==> src/rtl/vr_fault_pkg.sv <==
package vr_fault_pkg;
  localparam int unsigned NFLAG = 10;
  localparam int unsigned I_OC    = 0;
  localparam int unsigned I_WOC   = 1;
  localparam int unsigned I_OVABS = 2;
  localparam int unsigned I_OVREL = 3;
  localparam int unsigned I_UV    = 4;
  localparam int unsigned I_IMB   = 5;
  localparam int unsigned I_OT    = 6;
  localparam int unsigned I_VLOW  = 7;
  localparam int unsigned I_EN    = 8;
  localparam int unsigned I_SUP   = 9;

  localparam int unsigned NDB = 5;

  typedef enum logic [1:0] {
    OV_IDLE  = 2'd0,
    OV_CLAMP = 2'd1,
    OV_TRIP  = 2'd2
  } ov_st_t;
endpackage

==> src/rtl/vr_sync.sv <==
module vr_sync #(
  parameter int unsigned W = 1
) (
  input  logic         clk_i,
  input  logic         rst_ni,
  input  logic [W-1:0] d_i,
  output logic [W-1:0] q_o
);
  logic [W-1:0] s1_q, s2_q;

  always_ff @(posedge clk_i or negedge rst_ni) begin
    if (!rst_ni) begin
      s1_q <= '0;
      s2_q <= '0;
    end else begin
      s1_q <= d_i;
      s2_q <= s1_q;
    end
  end

  assign q_o = s2_q;
endmodule

==> src/rtl/vr_debounce.sv <==
module vr_debounce #(
  parameter int unsigned LIMIT = 4
) (
  input  logic clk_i,
  input  logic rst_ni,
  input  logic flag_i,
  input  logic arm_i,
  output logic qual_o
);
  localparam int unsigned CW = (LIMIT < 2) ? 1 : $clog2(LIMIT);
  localparam logic [CW-1:0] LAST = CW'(LIMIT - 1);

  logic [CW-1:0] cnt_q;
  logic          live;

  assign live   = flag_i & arm_i;
  assign qual_o = live & (cnt_q == LAST);

  always_ff @(posedge clk_i or negedge rst_ni) begin
    if (!rst_ni)           cnt_q <= '0;
    else if (!live)        cnt_q <= '0;
    else if (cnt_q != LAST) cnt_q <= cnt_q + 1'b1;
  end


  cnt_restart_chk: assert property (@(posedge clk_i) disable iff (!rst_ni)
    (cnt_q != '0) |-> $past(flag_i && arm_i));
endmodule

==> src/rtl/vr_ov_ctrl.sv <==
module vr_ov_ctrl
  import vr_fault_pkg::*;
(
  input  logic clk_i,
  input  logic rst_ni,
  input  logic sup_i,
  input  logic ov_i,
  input  logic low_i,
  output logic clamp_o,
  output logic trip_o,
  output logic idle_o
);
  ov_st_t st_q, st_d;

  always_comb begin
    st_d = st_q;
    if (!sup_i) st_d = OV_IDLE;
    else begin
      unique case (st_q)
        OV_IDLE:  if (ov_i)  st_d = OV_CLAMP;
        OV_CLAMP: if (low_i) st_d = OV_TRIP;
        OV_TRIP:  st_d = OV_TRIP;
        default:  st_d = OV_IDLE;
      endcase
    end
  end

  always_ff @(posedge clk_i or negedge rst_ni) begin
    if (!rst_ni) st_q <= OV_IDLE;
    else         st_q <= st_d;
  end

  assign clamp_o = (st_q == OV_CLAMP);
  assign trip_o  = (st_q == OV_TRIP);
  assign idle_o  = (st_q == OV_IDLE);


  ov_trip_hold_chk: assert property (@(posedge clk_i) disable iff (!rst_ni)
    (st_q == OV_TRIP && sup_i) |=> (st_q == OV_TRIP));

  ov_clamp_hold_chk: assert property (@(posedge clk_i) disable iff (!rst_ni)
    (st_q == OV_CLAMP && sup_i && !low_i) |=> (st_q == OV_CLAMP));
endmodule

==> src/rtl/vr_fault_supervisor.sv <==
module vr_fault_supervisor
  import vr_fault_pkg::*;
#(
  parameter int unsigned CYC_PER_US = 50,
  parameter int unsigned OC_US      = 120,
  parameter int unsigned WOC_US     = 1,
  parameter int unsigned SLOW_US    = 1000
) (
  input  logic clk_i,
  input  logic rst_ni,
  input  logic oc_i,
  input  logic woc_i,
  input  logic ov_abs_i,
  input  logic ov_rel_i,
  input  logic uv_i,
  input  logic imb_i,
  input  logic ot_i,
  input  logic vout_low_i,
  input  logic en_i,
  input  logic supply_ok_i,
  output logic pwm1_tri_o,
  output logic pwm2_tri_o,
  output logic ls_force_o,
  output logic pgood_o,
  output logic therm_n_o
);
  localparam int unsigned OC_CYC   = OC_US * CYC_PER_US;
  localparam int unsigned WOC_CYC  = WOC_US * CYC_PER_US;
  localparam int unsigned SLOW_CYC = SLOW_US * CYC_PER_US;
  localparam int unsigned DB_LIM [NDB] = '{OC_CYC, WOC_CYC, SLOW_CYC, SLOW_CYC, SLOW_CYC};

  logic [NFLAG-1:0] raw, syn;
  logic [NDB-1:0]   db_flag, db_qual;
  logic armed, en_q, en_rise, shut_q;
  logic ov_clamp, ov_trip, ov_idle;

  assign raw = {supply_ok_i, en_i, vout_low_i, ot_i, imb_i, uv_i,
                ov_rel_i, ov_abs_i, woc_i, oc_i};

  vr_sync #(.W(NFLAG)) u_sync (
    .clk_i (clk_i),
    .rst_ni(rst_ni),
    .d_i   (raw),
    .q_o   (syn)
  );

  assign armed   = syn[I_EN] & syn[I_SUP];
  assign db_flag = {syn[I_IMB], syn[I_UV], syn[I_OVREL], syn[I_WOC], syn[I_OC]};

  for (genvar g = 0; g < NDB; g++) begin : g_db
    vr_debounce #(.LIMIT(DB_LIM[g])) u_db (
      .clk_i (clk_i),
      .rst_ni(rst_ni),
      .flag_i(db_flag[g]),
      .arm_i (armed),
      .qual_o(db_qual[g])
    );
  end

  always_ff @(posedge clk_i or negedge rst_ni) begin
    if (!rst_ni) en_q <= 1'b0;
    else         en_q <= syn[I_EN];
  end
  assign en_rise = syn[I_EN] & ~en_q;

  // clear wins over set
  always_ff @(posedge clk_i or negedge rst_ni) begin
    if (!rst_ni)               shut_q <= 1'b0;
    else if (!syn[I_SUP])      shut_q <= 1'b0;
    else if (en_rise)          shut_q <= 1'b0;
    else if (|db_qual)         shut_q <= 1'b1;
  end

  vr_ov_ctrl u_ov (
    .clk_i  (clk_i),
    .rst_ni (rst_ni),
    .sup_i  (syn[I_SUP]),
    .ov_i   (syn[I_OVABS]),
    .low_i  (syn[I_VLOW]),
    .clamp_o(ov_clamp),
    .trip_o (ov_trip),
    .idle_o (ov_idle)
  );

  assign ls_force_o = ov_clamp;
  assign pwm1_tri_o = (shut_q | ov_trip) & ~ov_clamp;
  assign pwm2_tri_o = (shut_q | ov_trip) & ~ov_clamp;
  assign pgood_o    = armed & ~shut_q & ov_idle;
  assign therm_n_o  = ~syn[I_OT];


  shut_hold_chk: assert property (@(posedge clk_i) disable iff (!rst_ni)
    (shut_q && !en_rise && syn[I_SUP]) |=> shut_q);

  clamp_cause_chk: assert property (@(posedge clk_i) disable iff (!rst_ni)
    $rose(ls_force_o) |-> $past(syn[I_OVABS]));

  shut_cause_chk: assert property (@(posedge clk_i) disable iff (!rst_ni)
    $rose(shut_q) |-> $past(|db_qual));
endmodule

==> config.mk <==
export PLATFORM = sky130hd
export DESIGN_NAME = vr_fault_supervisor
export DESIGN_NICKNAME = d
export VERILOG_FILES = /design/src/rtl/vr_fault_pkg.sv /design/src/rtl/vr_sync.sv /design/src/rtl/vr_debounce.sv /design/src/rtl/vr_ov_ctrl.sv /design/src/rtl/vr_fault_supervisor.sv
export SDC_FILE = /design/constraint.sdc
export NUM_CORES = 1
export LEC_CHECK = 0
export BUFFER_PORTS_ARGS = -buffer_cell sky130_fd_sc_hd__buf_2
export CELL_PAD_IN_SITES_DETAIL_PLACEMENT = 0
export CELL_PAD_IN_SITES_GLOBAL_PLACEMENT = 1
export CORE_MARGIN = 2
export CORE_UTILIZATION = 45
export CTS_CLUSTER_SIZE = 20
export DETAILED_ROUTE_END_ITERATION = 7
export PLACE_DENSITY = 0.79
export SETUP_SLACK_MARGIN = 0.02
export SYNTH_ARGS = -nofsm -noshare
export SYNTH_HDL_FRONTEND = slang
export SYNTH_SLANG_ARGS = --single-unit
==> constraint.sdc <==
create_clock -name clk_i -period 2.7 [get_ports clk_i]
set_clock_uncertainty 0.15 [all_clocks]
set_input_delay 0.135 -clock clk_i [delete_from_list [all_inputs] [get_ports clk_i]]
set_output_delay 0.135 -clock clk_i [all_outputs]
set_load 0.02 [all_outputs]
==> run summary <==
The run finished with clean final reports. Summing over every cut layer, the via total after detailed routing is 2961. The tools report the number of hold-slack violations in the final timing report as 0.

The congestion estimate from routability-driven global placement came to 0.805. The maximum single-stage delay on the critical path was 420 ps. Measured along the y axis, the die boundary spans 100 um. The floorplan step set the die width to 100 um.

The logs give 0 for the number of max-slew violations in the final report and 0.00911 mm^2 for the core footprint. The repair_antennas step left the layout with diodes totalling 0. Fill cells in the final layout number 825. TritonCTS built the clock tree. Once the floorplan was initialized, standard cells occupied 45.9% of the core. In the layout the commonest cells are sky130_fd_sc_hd__dfrtp_1, sky130_fd_sc_hd__nor2_1, sky130_fd_sc_hd__xnor2_1. A synthesized cell averages 10.3 um^2.

Worst-case clock buffer depth: 2. In this run, the number of DRC markers left after iteration 0 of detailed routing was 124. The level count of the clock H-tree is 3. The count of cells in the finished layout, fillers not included, comes to 552. The total clock sinks was 91; the area growth from synthesis to final layout was 12.3%. The register bit count reported by yosys came out at 91.

The source-to-sink clock delay at the later pin of the worst-skew pair was 360 ps; the count of buffers from port buffering was 16. Traced cell by cell, the critical path runs through ha_1 > nand3_1 > and4b_1 > a2111oi_0 > a21oi_1. The total clock buffers created by CTS came out at 9. The sort of element at the end of the critical path was a flop.

The die covers 0.0101 mm^2. After routing, the total negative slack on setup checks comes to 0 ps. For this run, design rule violations remaining after detail routing come to 0. For this design the static power due to leakage is 0.00190 uW. Once placement completed, the tool counted placed cells totaling 525.

STA classifies the critical path startpoint as a flop. The worst path buffer plus inverter count was 0; the sequential cell area was 0.00228 mm^2. Across the VDD grid, the largest voltage drop is 0.282 mV. In the finished design, the share of the clock period the worst path needs comes to 73.8%.

In the synthesized netlist the async set-or-reset flop fraction comes to 100%. In the global route stage, overall resource usage came out at 16.1%. The HPWL after detailed placement was 4.93 mm. For the number of max-capacitance violations reported, the log shows 0. Total power for the finished layout comes to 2430 uW. For the fmax, the log shows 502 MHz.

The cell count after synthesis came out at 405. The number of antenna violations at the first check in global routing is 0, and the post-route cell area is 0.00469 mm^2. Setup slack on the critical path of the routed design comes to 707 ps.

During synthesis, Yosys emitted a total of 0 warnings. The post-detailed-route wirelength per cell is 13.5 um, and the number of distinct library cell variants in the gate-level netlist after synthesis is 44. After clock tree synthesis, the clock-pin slew on the worst setup and hold paths is 90 ps. The run gives 0.00438 mm^2 as the instance area after placement.

The tools report the post-CTS resize count as 0. Setup repair after global routing left no endpoint under its margin. The predominant post-synthesis flop cell is sky130_fd_sc_hd__dfrtp_1. The worst min-delay path class was in2async.

The mapped netlist covers 0.00418 mm^2. For this design the ratio of total power to cell area is 518 mW/mm^2. The cell with the largest stage delay on the worst path is sky130_fd_sc_hd__dfrtp_1. After detailed routing, the total wire length is 7.45 mm. Data arrives at the worst endpoint at 2070 ps.

The first detailed-routing pass ran for 4 iterations. The remaining antenna violation count after routing is 0. Clock tree synthesis selected as its root buffer the cell sky130_fd_sc_hd__clkbuf_8. In this design, the largest share of critical-path delay is due to compound AO/OA/AOI/OAI gates. The number of enable flip-flop cells after synthesis is 0. Using the TritonRoute via totals, the vias-per-cell ratio works out to 5.36. Number of nets in the synthesized netlist: 426.

Of the cells placed in the final design, the portion with a size suffix greater than 1 is 9.52%. The placement-stage worst setup slack is 704 ps. Class of the most critical setup path: reg2reg. The run gives 50 as the pin count of the biggest net entering global routing. The total overflow left after global routing is 0. In this run the worst path has a maximum fanout of 8. The combined area of the multi-input logic cells came out at 0.00177 mm^2. The worst pin sits at a relative slew slack of 58.5%.

The floorplan has 35 rows. 17 I/O pins were placed. Data on the critical path is required at its endpoint by 2780 ps. Summing the sequential cell areas from Yosys gives 54.5% of the chip area.

For this run, the post-layout net count is 457. The first global-routing pass estimated 13.0 mm of wire. The clock period minus worst slack was 1990 ps. For the pin with the worst max-slew slack, the measured transition is 617 ps. The tools report the via count of the first global-routing pass as 2779. Setup violations remaining at the end of the flow were counted as 0. Leaving out fill and tap cells, the most frequent cell in the layout is sky130_fd_sc_hd__dfrtp_1.
per-layer routing:
metal  up-vias  global-route usage [%]  routed length, um
li1       1484                       -                  -
met1      1438                    21.9               3650
met2        31                    25.2               3510
met3         8                    4.46                199
met4         0                    5.06                 85
met5         -                       0                  0
flip-flops by register name (all words and copies together) (netlist names):
| signal | count |
|---|---|
| u_ov.st_q | 2 |
| g_db.u_db.cnt_q | 67 |
| en_q | 1 |
| u_sync.s1_q | 10 |
| shut_q | 1 |
| u_sync.q_o | 10 |
cells by family (layout without fill, tap and decap cells):
group | count (synthesis) | after routing | synth area share [%]
multiplexers | 4 | 4 | 0.958
AO/OA/AOI/OAI | 48 | 48 | 6.59
AND/OR/NAND/NOR | 183 | 183 | 23.6
adder cells (fa/ha/maj) | 9 | 9 | 2.70
XOR/XNOR | 41 | 41 | 8.60
buffers and inverters | 29 | 65 | 3.08
flip-flops | 91 | 91 | 54.5
synth_stat cells, types with 7 or more instances:
| master | n | area share [%] |
|---|---|---|
| sky130_fd_sc_hd__xnor2_1 | 27 | 5.7 |
| sky130_fd_sc_hd__nor3_1 | 13 | 1.6 |
| sky130_fd_sc_hd__xor2_1 | 14 | 2.9 |
| sky130_fd_sc_hd__nand3_1 | 22 | 2.6 |
| sky130_fd_sc_hd__o21ai_0 | 13 | 1.6 |
| sky130_fd_sc_hd__nand2_1 | 25 | 2.2 |
| sky130_fd_sc_hd__clkbuf_1 | 7 | 0.63 |
| sky130_fd_sc_hd__ha_1 | 9 | 2.7 |
| sky130_fd_sc_hd__nor4_1 | 13 | 1.9 |
| sky130_fd_sc_hd__dfrtp_1 | 91 | 55 |
| sky130_fd_sc_hd__nand4_1 | 16 | 2.4 |
| sky130_fd_sc_hd__nor2_1 | 50 | 4.5 |
| sky130_fd_sc_hd__or3_1 | 10 | 1.5 |
| sky130_fd_sc_hd__a21oi_1 | 20 | 2.4 |
| sky130_fd_sc_hd__inv_1 | 17 | 1.5 |
report_power, final:
part	switching, uW	total (uW)	internal [uW]
Sequential	16.7	1400	1390
Clock	464	898	434
Combinational	80.1	130	50.1
Total	561	2430	1870
path summary, 6_finish.rpt:
path,startpoint,slack (ps),cells after the start,endpoint
min reg2reg,u_sync.s1_q[9]$_DFF_PN0_,200,0,u_sync.q_o[9]$_DFF_PN0_
min in group clk_i,u_sync.s1_q[9]$_DFF_PN0_,200,0,u_sync.q_o[9]$_DFF_PN0_
min,rst_ni,160,2,g_db[3].u_db.cnt_q[13]$_DFFE_PN0N_
max,g_db[3].u_db.cnt_q[0]$_DFFE_PN0N_,710,5,shut_q$_DFFE_PN0P_
max reg2reg,g_db[3].u_db.cnt_q[0]$_DFFE_PN0N_,710,5,shut_q$_DFFE_PN0P_
max in group asynchronous,rst_ni,1590,3,g_db[1].u_db.cnt_q[3]$_DFFE_PN0N_
what timing repair did:
action	CTS	global route
buffers inserted	0	0
endpoints found under the hold margin	52	0
hold buffers	11	0
metrics by stage:
step | util [%] | hold slack, ps
global placement | 48.1 | 16.0
global route | 51.5 | 197
detailed placement | 48.1 | 22.6
finish | 51.5 | 158
floorplan | - | -311
CTS | 51.5 | 169
layout make-up:
class                      instances  share of cell area [%]
timing repair buffer              32                    5.17
tap                              111                    2.96
multi-input combinational        285                    37.7
inverter                          17                    1.36
clock buffer                      13                    3.81
sequential                        91                    48.5
clock inverter                     3                   0.427
Note: power is estimated with default switching activity, not from simulation.
